[src/rtl/pci_arb_pkg.sv]
// Shared constants and the control register view for the bus arbiter.
// Assumes agent 0 is the internal master; bit positions follow from AGENTS.
package pci_arb_pkg;
    localparam int AGENTS   = 7;
    localparam int IDX_W    = $clog2(AGENTS);
    localparam int WIN_W    = 4;
    localparam int REG_W    = 32;
    localparam int DET_BIT  = 1;
    localparam int WIN_LSB  = 3;
    localparam int PRIO_LSB = WIN_LSB + WIN_W;
    localparam int PARK_LSB = PRIO_LSB + AGENTS;
    localparam int BRK_LSB  = PARK_LSB + AGENTS;
    localparam int RUN_BIT  = REG_W - 1;

    typedef struct packed {
        logic              run;
        logic [AGENTS-1:0] park_dis;
        logic [AGENTS-1:0] prio;
        logic [WIN_W-1:0]  win;
        logic              det_en;
    } ctrl_t;
endpackage

[src/rtl/pci_arb_ctrl_reg.sv]
// Control register and sticky broken flags.
// Writes land on the next edge; flags clear on write-1 and set on brk_set, set wins.
module pci_arb_ctrl_reg
    import pci_arb_pkg::*;
(
    input  logic              clk,
    input  logic              rst_n,
    input  logic              wr_en,
    input  logic [REG_W-1:0]  wdata,
    input  logic [AGENTS-1:0] brk_set,
    output ctrl_t             ctrl,
    output logic [AGENTS-1:0] brk,
    output logic [REG_W-1:0]  rdata
);
    logic [AGENTS-1:0] brk_clr;
    logic              unused_wbits;

    assign brk_clr      = wr_en ? wdata[BRK_LSB +: AGENTS] : {AGENTS{1'b0}};
    assign unused_wbits = ^{wdata[RUN_BIT-1:BRK_LSB+AGENTS], wdata[DET_BIT+1], wdata[0]};

    // Store writable fields and keep the broken flags sticky.
    always_ff @(posedge clk) begin
        if (!rst_n) begin
            ctrl <= '0;
            brk  <= '0;
        end else begin
            if (wr_en) begin
                ctrl.run      <= wdata[RUN_BIT];
                ctrl.park_dis <= wdata[PARK_LSB +: AGENTS];
                ctrl.prio     <= wdata[PRIO_LSB +: AGENTS];
                ctrl.win      <= wdata[WIN_LSB +: WIN_W];
                ctrl.det_en   <= wdata[DET_BIT];
            end
            brk <= (brk & ~brk_clr) | brk_set;
        end
    end

    // Assemble the read view; unused positions stay zero.
    always_comb begin
        rdata                      = '0;
        rdata[RUN_BIT]             = ctrl.run;
        rdata[BRK_LSB +: AGENTS]   = brk;
        rdata[PARK_LSB +: AGENTS]  = ctrl.park_dis;
        rdata[PRIO_LSB +: AGENTS]  = ctrl.prio;
        rdata[WIN_LSB +: WIN_W]    = ctrl.win;
        rdata[DET_BIT]             = ctrl.det_en;
    end
endmodule

[src/rtl/pci_arb_rr_pick.sv]
// Round-robin picker: first set bit of vec searching upward from ptr+1, wrapping.
// Assumes ptr < N.
module pci_arb_rr_pick #(
    parameter int N  = 7,
    parameter int IW = 3
) (
    input  logic [N-1:0]  vec,
    input  logic [IW-1:0] ptr,
    output logic          found,
    output logic [IW-1:0] idx
);
    // Scan from farthest to nearest so the nearest candidate is kept last.
    always_comb begin
        found = 1'b0;
        idx   = '0;
        for (int k = N; k >= 1; k--) begin
            if (vec[(int'(ptr) + k) % N]) begin
                found = 1'b1;
                idx   = IW'((int'(ptr) + k) % N);
            end
        end
    end
endmodule

[src/rtl/pci_arb_tenure_mon.sv]
// Watches one grant tenure for a master that requests but never starts FRAME.
// start restarts the tenure; hit fires when the idle count has reached the window.
module pci_arb_tenure_mon #(
    parameter int WW = 4
) (
    input  logic          clk,
    input  logic          rst_n,
    input  logic          start,
    input  logic          active,
    input  logic          req_own,
    input  logic          frame,
    input  logic          det_en,
    input  logic [WW-1:0] win,
    output logic          hit
);
    logic [WW-1:0] cnt;
    logic          seen;
    logic          stall;

    assign stall = active && det_en && req_own && !frame && !seen;
    assign hit   = stall && (cnt >= win);

    // Count stalled grant cycles and remember whether FRAME came.
    always_ff @(posedge clk) begin
        if (!rst_n) begin
            cnt  <= '0;
            seen <= 1'b0;
        end else if (start) begin
            cnt  <= '0;
            seen <= 1'b0;
        end else if (active) begin
            if (frame) seen <= 1'b1;
            if (stall && (cnt < win)) cnt <= cnt + 1'b1;
        end
    end
endmodule

[src/rtl/pci_bus_arbiter.sv]
// Seven-agent bus arbiter: two priority classes with round-robin in each,
// non-preemptive ownership, park-on-last with fallback to agent 0, and
// broken-master removal. A grant is only issued from a cycle with no grant,
// so every hand-over carries one idle cycle.
module pci_bus_arbiter
    import pci_arb_pkg::*;
(
    input  logic              clk,
    input  logic              rst_n,
    input  logic [AGENTS-1:0] req_i,
    input  logic              frame_i,
    input  logic              reg_wr_i,
    input  logic [REG_W-1:0]  reg_wdata_i,
    output logic [REG_W-1:0]  reg_rdata_o,
    output logic [AGENTS-1:0] gnt_o
);
    ctrl_t             ctrl;
    logic [AGENTS-1:0] brk, brk_set, elig, agent_mask;
    logic [IDX_W-1:0]  own_q, last_q, park_idx, tgt, win_idx;
    logic              own_vld_q, any_req, park_ok, keep, hit;
    logic [AGENTS-1:0] cls_vec   [2];
    logic              cls_found [2];
    logic [IDX_W-1:0]  cls_idx   [2];
    logic [IDX_W-1:0]  ptr_q     [2];

    pci_arb_ctrl_reg u_reg (
        .clk(clk), .rst_n(rst_n), .wr_en(reg_wr_i), .wdata(reg_wdata_i),
        .brk_set(brk_set), .ctrl(ctrl), .brk(brk), .rdata(reg_rdata_o)
    );

    // Eligible requests: not broken, and only agent 0 while arbitration is off.
    always_comb begin
        agent_mask = ctrl.run ? {AGENTS{1'b1}} : AGENTS'(1);
        elig       = req_i & ~brk & agent_mask;
        cls_vec[1] = elig & ctrl.prio;
        cls_vec[0] = elig & ~ctrl.prio;
    end

    // One round-robin picker per priority class (1 = high, 0 = low).
    for (genvar c = 0; c < 2; c++) begin : g_cls
        pci_arb_rr_pick #(.N(AGENTS), .IW(IDX_W)) u_pick (
            .vec(cls_vec[c]), .ptr(ptr_q[c]), .found(cls_found[c]), .idx(cls_idx[c])
        );
    end

    // Choose the next owner and decide whether the present one stays.
    always_comb begin
        any_req  = |elig;
        win_idx  = cls_found[1] ? cls_idx[1] : cls_idx[0];
        park_ok  = !ctrl.park_dis[last_q] && !brk[last_q] && ((last_q == '0) || ctrl.run);
        park_idx = park_ok ? last_q : '0;
        tgt      = any_req ? win_idx : park_idx;
        keep     = own_vld_q && !hit && (elig[own_q] || (!any_req && (park_idx == own_q)));
    end

    pci_arb_tenure_mon #(.WW(WIN_W)) u_mon (
        .clk(clk), .rst_n(rst_n), .start(!own_vld_q), .active(own_vld_q),
        .req_own(elig[own_q]), .frame(frame_i), .det_en(ctrl.det_en),
        .win(ctrl.win), .hit(hit)
    );

    assign brk_set = hit ? (AGENTS'(1) << own_q) : {AGENTS{1'b0}};
    assign gnt_o   = own_vld_q ? (AGENTS'(1) << own_q) : {AGENTS{1'b0}};

    // Ownership: drop to idle on loss, grant from idle, advance class pointer.
    always_ff @(posedge clk) begin
        if (!rst_n) begin
            own_q     <= '0;
            last_q    <= '0;
            own_vld_q <= 1'b0;
            ptr_q[0]  <= '0;
            ptr_q[1]  <= '0;
        end else if (own_vld_q) begin
            if (!keep) own_vld_q <= 1'b0;
        end else begin
            own_q     <= tgt;
            last_q    <= tgt;
            own_vld_q <= 1'b1;
            if (any_req) begin
                if (cls_found[1]) ptr_q[1] <= cls_idx[1];
                else              ptr_q[0] <= cls_idx[0];
            end
        end
    end
endmodule

[config.mk]
export PLATFORM = sky130hd
export DESIGN_NAME = pci_bus_arbiter
export DESIGN_NICKNAME = d
export VERILOG_FILES = /design/src/rtl/pci_arb_pkg.sv /design/src/rtl/pci_arb_ctrl_reg.sv /design/src/rtl/pci_arb_rr_pick.sv /design/src/rtl/pci_arb_tenure_mon.sv /design/src/rtl/pci_bus_arbiter.sv
export SDC_FILE = /design/constraint.sdc
export NUM_CORES = 1
export LEC_CHECK = 0
export BUFFER_PORTS_ARGS = -buffer_cell sky130_fd_sc_hd__buf_2
export CAP_MARGIN = 20
export CORE_MARGIN = 1
export CORE_UTILIZATION = 55
export CTS_BUF_LIST = sky130_fd_sc_hd__clkbuf_8
export CTS_CLUSTER_SIZE = 20
export DETAILED_ROUTE_END_ITERATION = 7
export MAX_ROUTING_LAYER = met4
export PLACE_DENSITY_LB_ADDON = 0.08
export SLEW_MARGIN = 10
export SYNTH_ARGS = -nofsm -noshare
export SYNTH_HDL_FRONTEND = slang
export SYNTH_HIERARCHICAL = 1
export SYNTH_SLANG_ARGS = --single-unit
export TNS_END_PERCENT = 5
[constraint.sdc]
create_clock -name clk -period 7.27 [get_ports clk]
set_input_delay 0 -clock clk [delete_from_list [all_inputs] [get_ports clk]]
set_output_delay 0 -clock clk [all_outputs]
set_load 0.01 [all_outputs]
Word level (Yosys, flattened, before mapping)
Memories as Yosys holds them, arrays and structs flattened.
Cells that the tools add are included.
Word-level totals
  register bits: 36
  memory bits (writable): 6
  output and inout port bits: 39
  logic and storage cells: 183
  memories: 1
Memories
  ptr_q: depth 2, bits a word 3, read ports 2, clocked after Yosys merged registers in 0, wr ports 2, line pci_bus_arbiter.sv:24  | logic [IDX_W-1:0] ptr_q [2];
Cells by class
  $add $sub $neg: 15
  divide/modulo/power cells: 14
  order comparisons: 17
  eq/ne operators: 1
  shifts and indexed selects: 1
  multiplexer cells: 91
  bitwise operators: 11
  reductions and logical operators: 22
Operators by type and width (count)
  less-than comparator 32 x 5 -> 1 bit, second input constant: 14
  modulo 32 x 4 -> 32 bit, second input constant: 14
  2-to-1 mux 3 bit: 19
  binary-select mux 1 bit (select 3 bit): 17
  2-to-1 mux 1 bit: 51
  bitwise AND 7 bit: 5
  adder 3 x 3 -> 4 bit, second input constant: 8
  2-to-1 mux 7 bit: 4
  NOT 7 bit: 3
  adder 3 x 2 -> 4 bit, second input constant: 4
  logical AND 1 bit: 11
  adder 3 x 1 -> 4 bit, second input constant: 2
  bitwise OR 7 bit: 1
  OR reduction 7 bit: 1
  << shifter 1 x 3 -> 7 bit, first input constant: 1
  logical NOT 1 bit: 6
  adder 4 x 1 -> 4 bit, second input constant: 1
  >= comparator 4 bit: 1
  less-than comparator 3 x 4 -> 1 bit, second input constant: 1
  less-than comparator 4 bit: 1
  equality test 3 bit: 1
  logical NOT 3 bit: 1
  logical OR 1 bit: 2
  bitwise OR 1 bit: 2
  AND reduction 2 bit: 1

Depth between registers and ports, before layout
  word-level depth: 20
  mapped depth: 24
  gate-level depth less buffers: 19

Hierarchy
Netlist, hierarchy kept.
By module, submodules not included
  pci_arb_rr_pick: times used 2, cells an instance 309, area an instance 2293.4 um2
  pci_arb_ctrl_reg: times used 1, cells an instance 126, area an instance 1268.7 um2
  pci_bus_arbiter: times used 1, cells an instance 130, area an instance 939.7 um2
  pci_arb_tenure_mon: times used 1, cells an instance 44, area an instance 397.9 um2

Worst setup path after synthesis
OpenSTA, ideal clock, no wires.
  path kind: register to register
  from: memory ptr_q[0][3] (netlist bit)
  to: memory ptr_q[0][0] (netlist bit) (enable)
  library setup time: 0.355 ns
  data arrival time: 4.795 ns
  data required time: 6.915 ns
  setup slack: 2.120 ns
  stages on the path, launching flop included: 21
  path buffers: 6
  period minus slack after synthesis: 5.150 ns
  cells stage by stage: edfxtp_1 > clkbuf_8 > inv_1 > clkbuf_1 > ha_1 > clkbuf_8 > inv_1 > clkbuf_1 > ha_1 > ha_1 > buf_2 > nor3b_1 > o2111ai_1 > and2_1 > clkbuf_1 > mux2_2 > a32oi_1 > o211a_1 > nand3_1 > or3_1 > o31ai_1
RTL lines (line)
  start: declaration: pci_bus_arbiter.sv:24

==> flow_summary.toml <==
[sta]
max_slew_margin = 0.439
setup_viol = 0
period_share = 0.775
final-hold-violation-count = 0
rsz0062_at_grt = "no"
fin_ws_ps = 1640
tns_ps = 0
skew_ps = 4.68
max_freq_ghz = 0.178
hold_ws_ps = 6.85
period_needed_ps = 5630
slew_violations = 0
tightest_slew_ps = 840

[power]
p_per_area_nw_per_um2 = 497
peakVddDrop_uv = 324
p_leak_uw = 0.00316

[floorplanning]
core_area_um2 = 12700
design.die.area_um2 = 13500
io_pins = 82
die_w_um = 116
fp.dieH_um = 116
initial_core_util = 0.567
num_rows = 41

[route]
routed_wl_mm = 19.8
drt_iter0_markers = 530
post_drt_wl_per_cell_um = 17.7
dr.pass1.iters = 6
viasPerCell = 6.47
vias = 7225
drt.antenna.violating_nets = 0
drc = 0

[global_route]
grt_max_degree = 46
grt_antenna_before_repair = 0
overflow = 0
grt_usage = 0.298
grt_pass1_wl_mm = 31.8
grt_pass1_vias = 6575

[placed_design]
place_ws_ps = 1770
gp_congestion = 0.981
io_buffers = 71
dp_hpwl_mm = 14.4

[critical_path]
path_class = "flop to flop"
cp_data_required_time_ps = 7210
end_kind = "flop"
path_max_fanout = 17
r2r-start = "ptr_q[0][3]"
critical_path_arrival_ps = 5570
start_kind = "flop"
startpoint = "ptr_q[0][3]"

[worst_hold_path]
hp-start = "reg_wdata_i[3]"
worstHoldPathType = "input pin to flop"

[clock_network]
insertion_delay_ps = 300
cts_tree = "done"
post_cts_resized = 0
clk_pin_slew_ps = 80
cts.sinks = 42
htreeDepth = 2
clockBufferDepth = 2
cts_root_buffer = "clkbuf_8"
cts_buffers = 5

[synth]
synth_area_um2 = 7180
yosys_warnings = 6
postSynthAreaPerCell_um2 = 7.84
synth_cells = 915

[final_layout]
num-fill-cells = 1177
fin_util = 0.596
area_delta_synth_final_pct = 5.28
drive_above_1_share = 0.169
n_antenna_cell = 0
nets = 1035

[run_status]
status = "complete, no violations"

[flow_run]
max_cap_violations = 0
final cells by class:
type	count	area (um2)	share of cell area
clock buffers	5	68.8	0.00911
clock inverters	2	10.0	0.00132
inverters	49	189	0.0250
multi-input cells	744	5510	0.729
flip-flops and latches	42	901	0.119
well taps	172	215	0.0285
repair buffers	103	661	0.0874
registers in the layout, summed over array words and instances (netlist names):
register / count
u_reg/brk: 7
last_q: 3
ptr_q: 6
u_mon/seen: 1
own_vld_q: 1
u_reg/ctrl: 20
u_mon/cnt: 4
routing by layer:
metal | global-route usage | vias to the layer above | wire length (um)
met3 | 0.0223 | 43 | 1300
met2 | 0.497 | 334 | 9200
met4 | 0.0761 | 0 | 384
li1 | - | 3444 | -
met5 | - | - | 0
met1 | 0.390 | 3404 | 8930
where the power goes:
part / switching, uW / total, uW / leakage (uW) / internal [uW]
clock: 77.4 / 142 / 0.0000438 / 64.4
sequential: 50.0 / 325 / 0.000358 / 275
combinational: 1980 / 3290 / 0.00276 / 1320
worst paths after layout:
path	end	slack (ps)	depth (start not counted)
min	u_reg/ctrl[1]	7	3
min reg2reg	u_mon/seen	500	2
max	ptr_q[0][1]	1640	15
max reg2reg	ptr_q[0][1]	1640	15
timing repair:
action	4_1_cts	5_1_grt
hold endpoints to repair	26	0
hold buffers	26	0
setup buffers	0	0
layout by cell type, fill, tap and decap left out, types with 6 or more instances in the layout:
master and count:
nand2_1 74, dfxtp_1 36, a21oi_1 53, a31oi_1 18
buf_4 6, nor2_1 55, o211ai_1 26, nor2b_1 40
o22ai_1 8, a221oi_1 6, a311oi_1 10, xnor2_1 24
and2_1 7, nor4_1 6, o2111ai_1 6, inv_1 47
nor3_1 20, o311ai_0 6, o21bai_1 6, nand2b_1 10
nand4_1 6, dlygate4sd3_1 26, o221ai_1 10, nor3b_1 11
mux2_2 12, a21o_1 11, ha_1 47, o31ai_1 10
mux2i_1 49, or3_1 8, nand3_1 27, o21ai_0 33
buf_2 71, edfxtp_1 6, and3_1 20, mux4_2 6
o211a_1 6, o31a_1 6
worst max-delay path: stages, from the launching register on:
cell	delay, ps
edfxtp_1	380
inv_1	470
ha_1	580
xnor2_2	200
inv_1	160
ha_1	220
ha_1	310
o21ba_2	280
o2111ai_1	460
and2_1	320
mux2_2	370
a32oi_1	260
o211a_1	240
nand3_1	70
or3_1	430
o31ai_1	500
per-stage QoR:
stage	instance area (um2)	power, uW	cells
2_1_floorplan	7190	3010	919
3_3_place_gp	7220	3420	1084
3_5_place_dp	7220	3530	1084
5_1_grt	7560	4070	1117
4_1_cts	7560	3700	1117
6_report	7560	3760	1117
(Power assumes the default switching activity.)
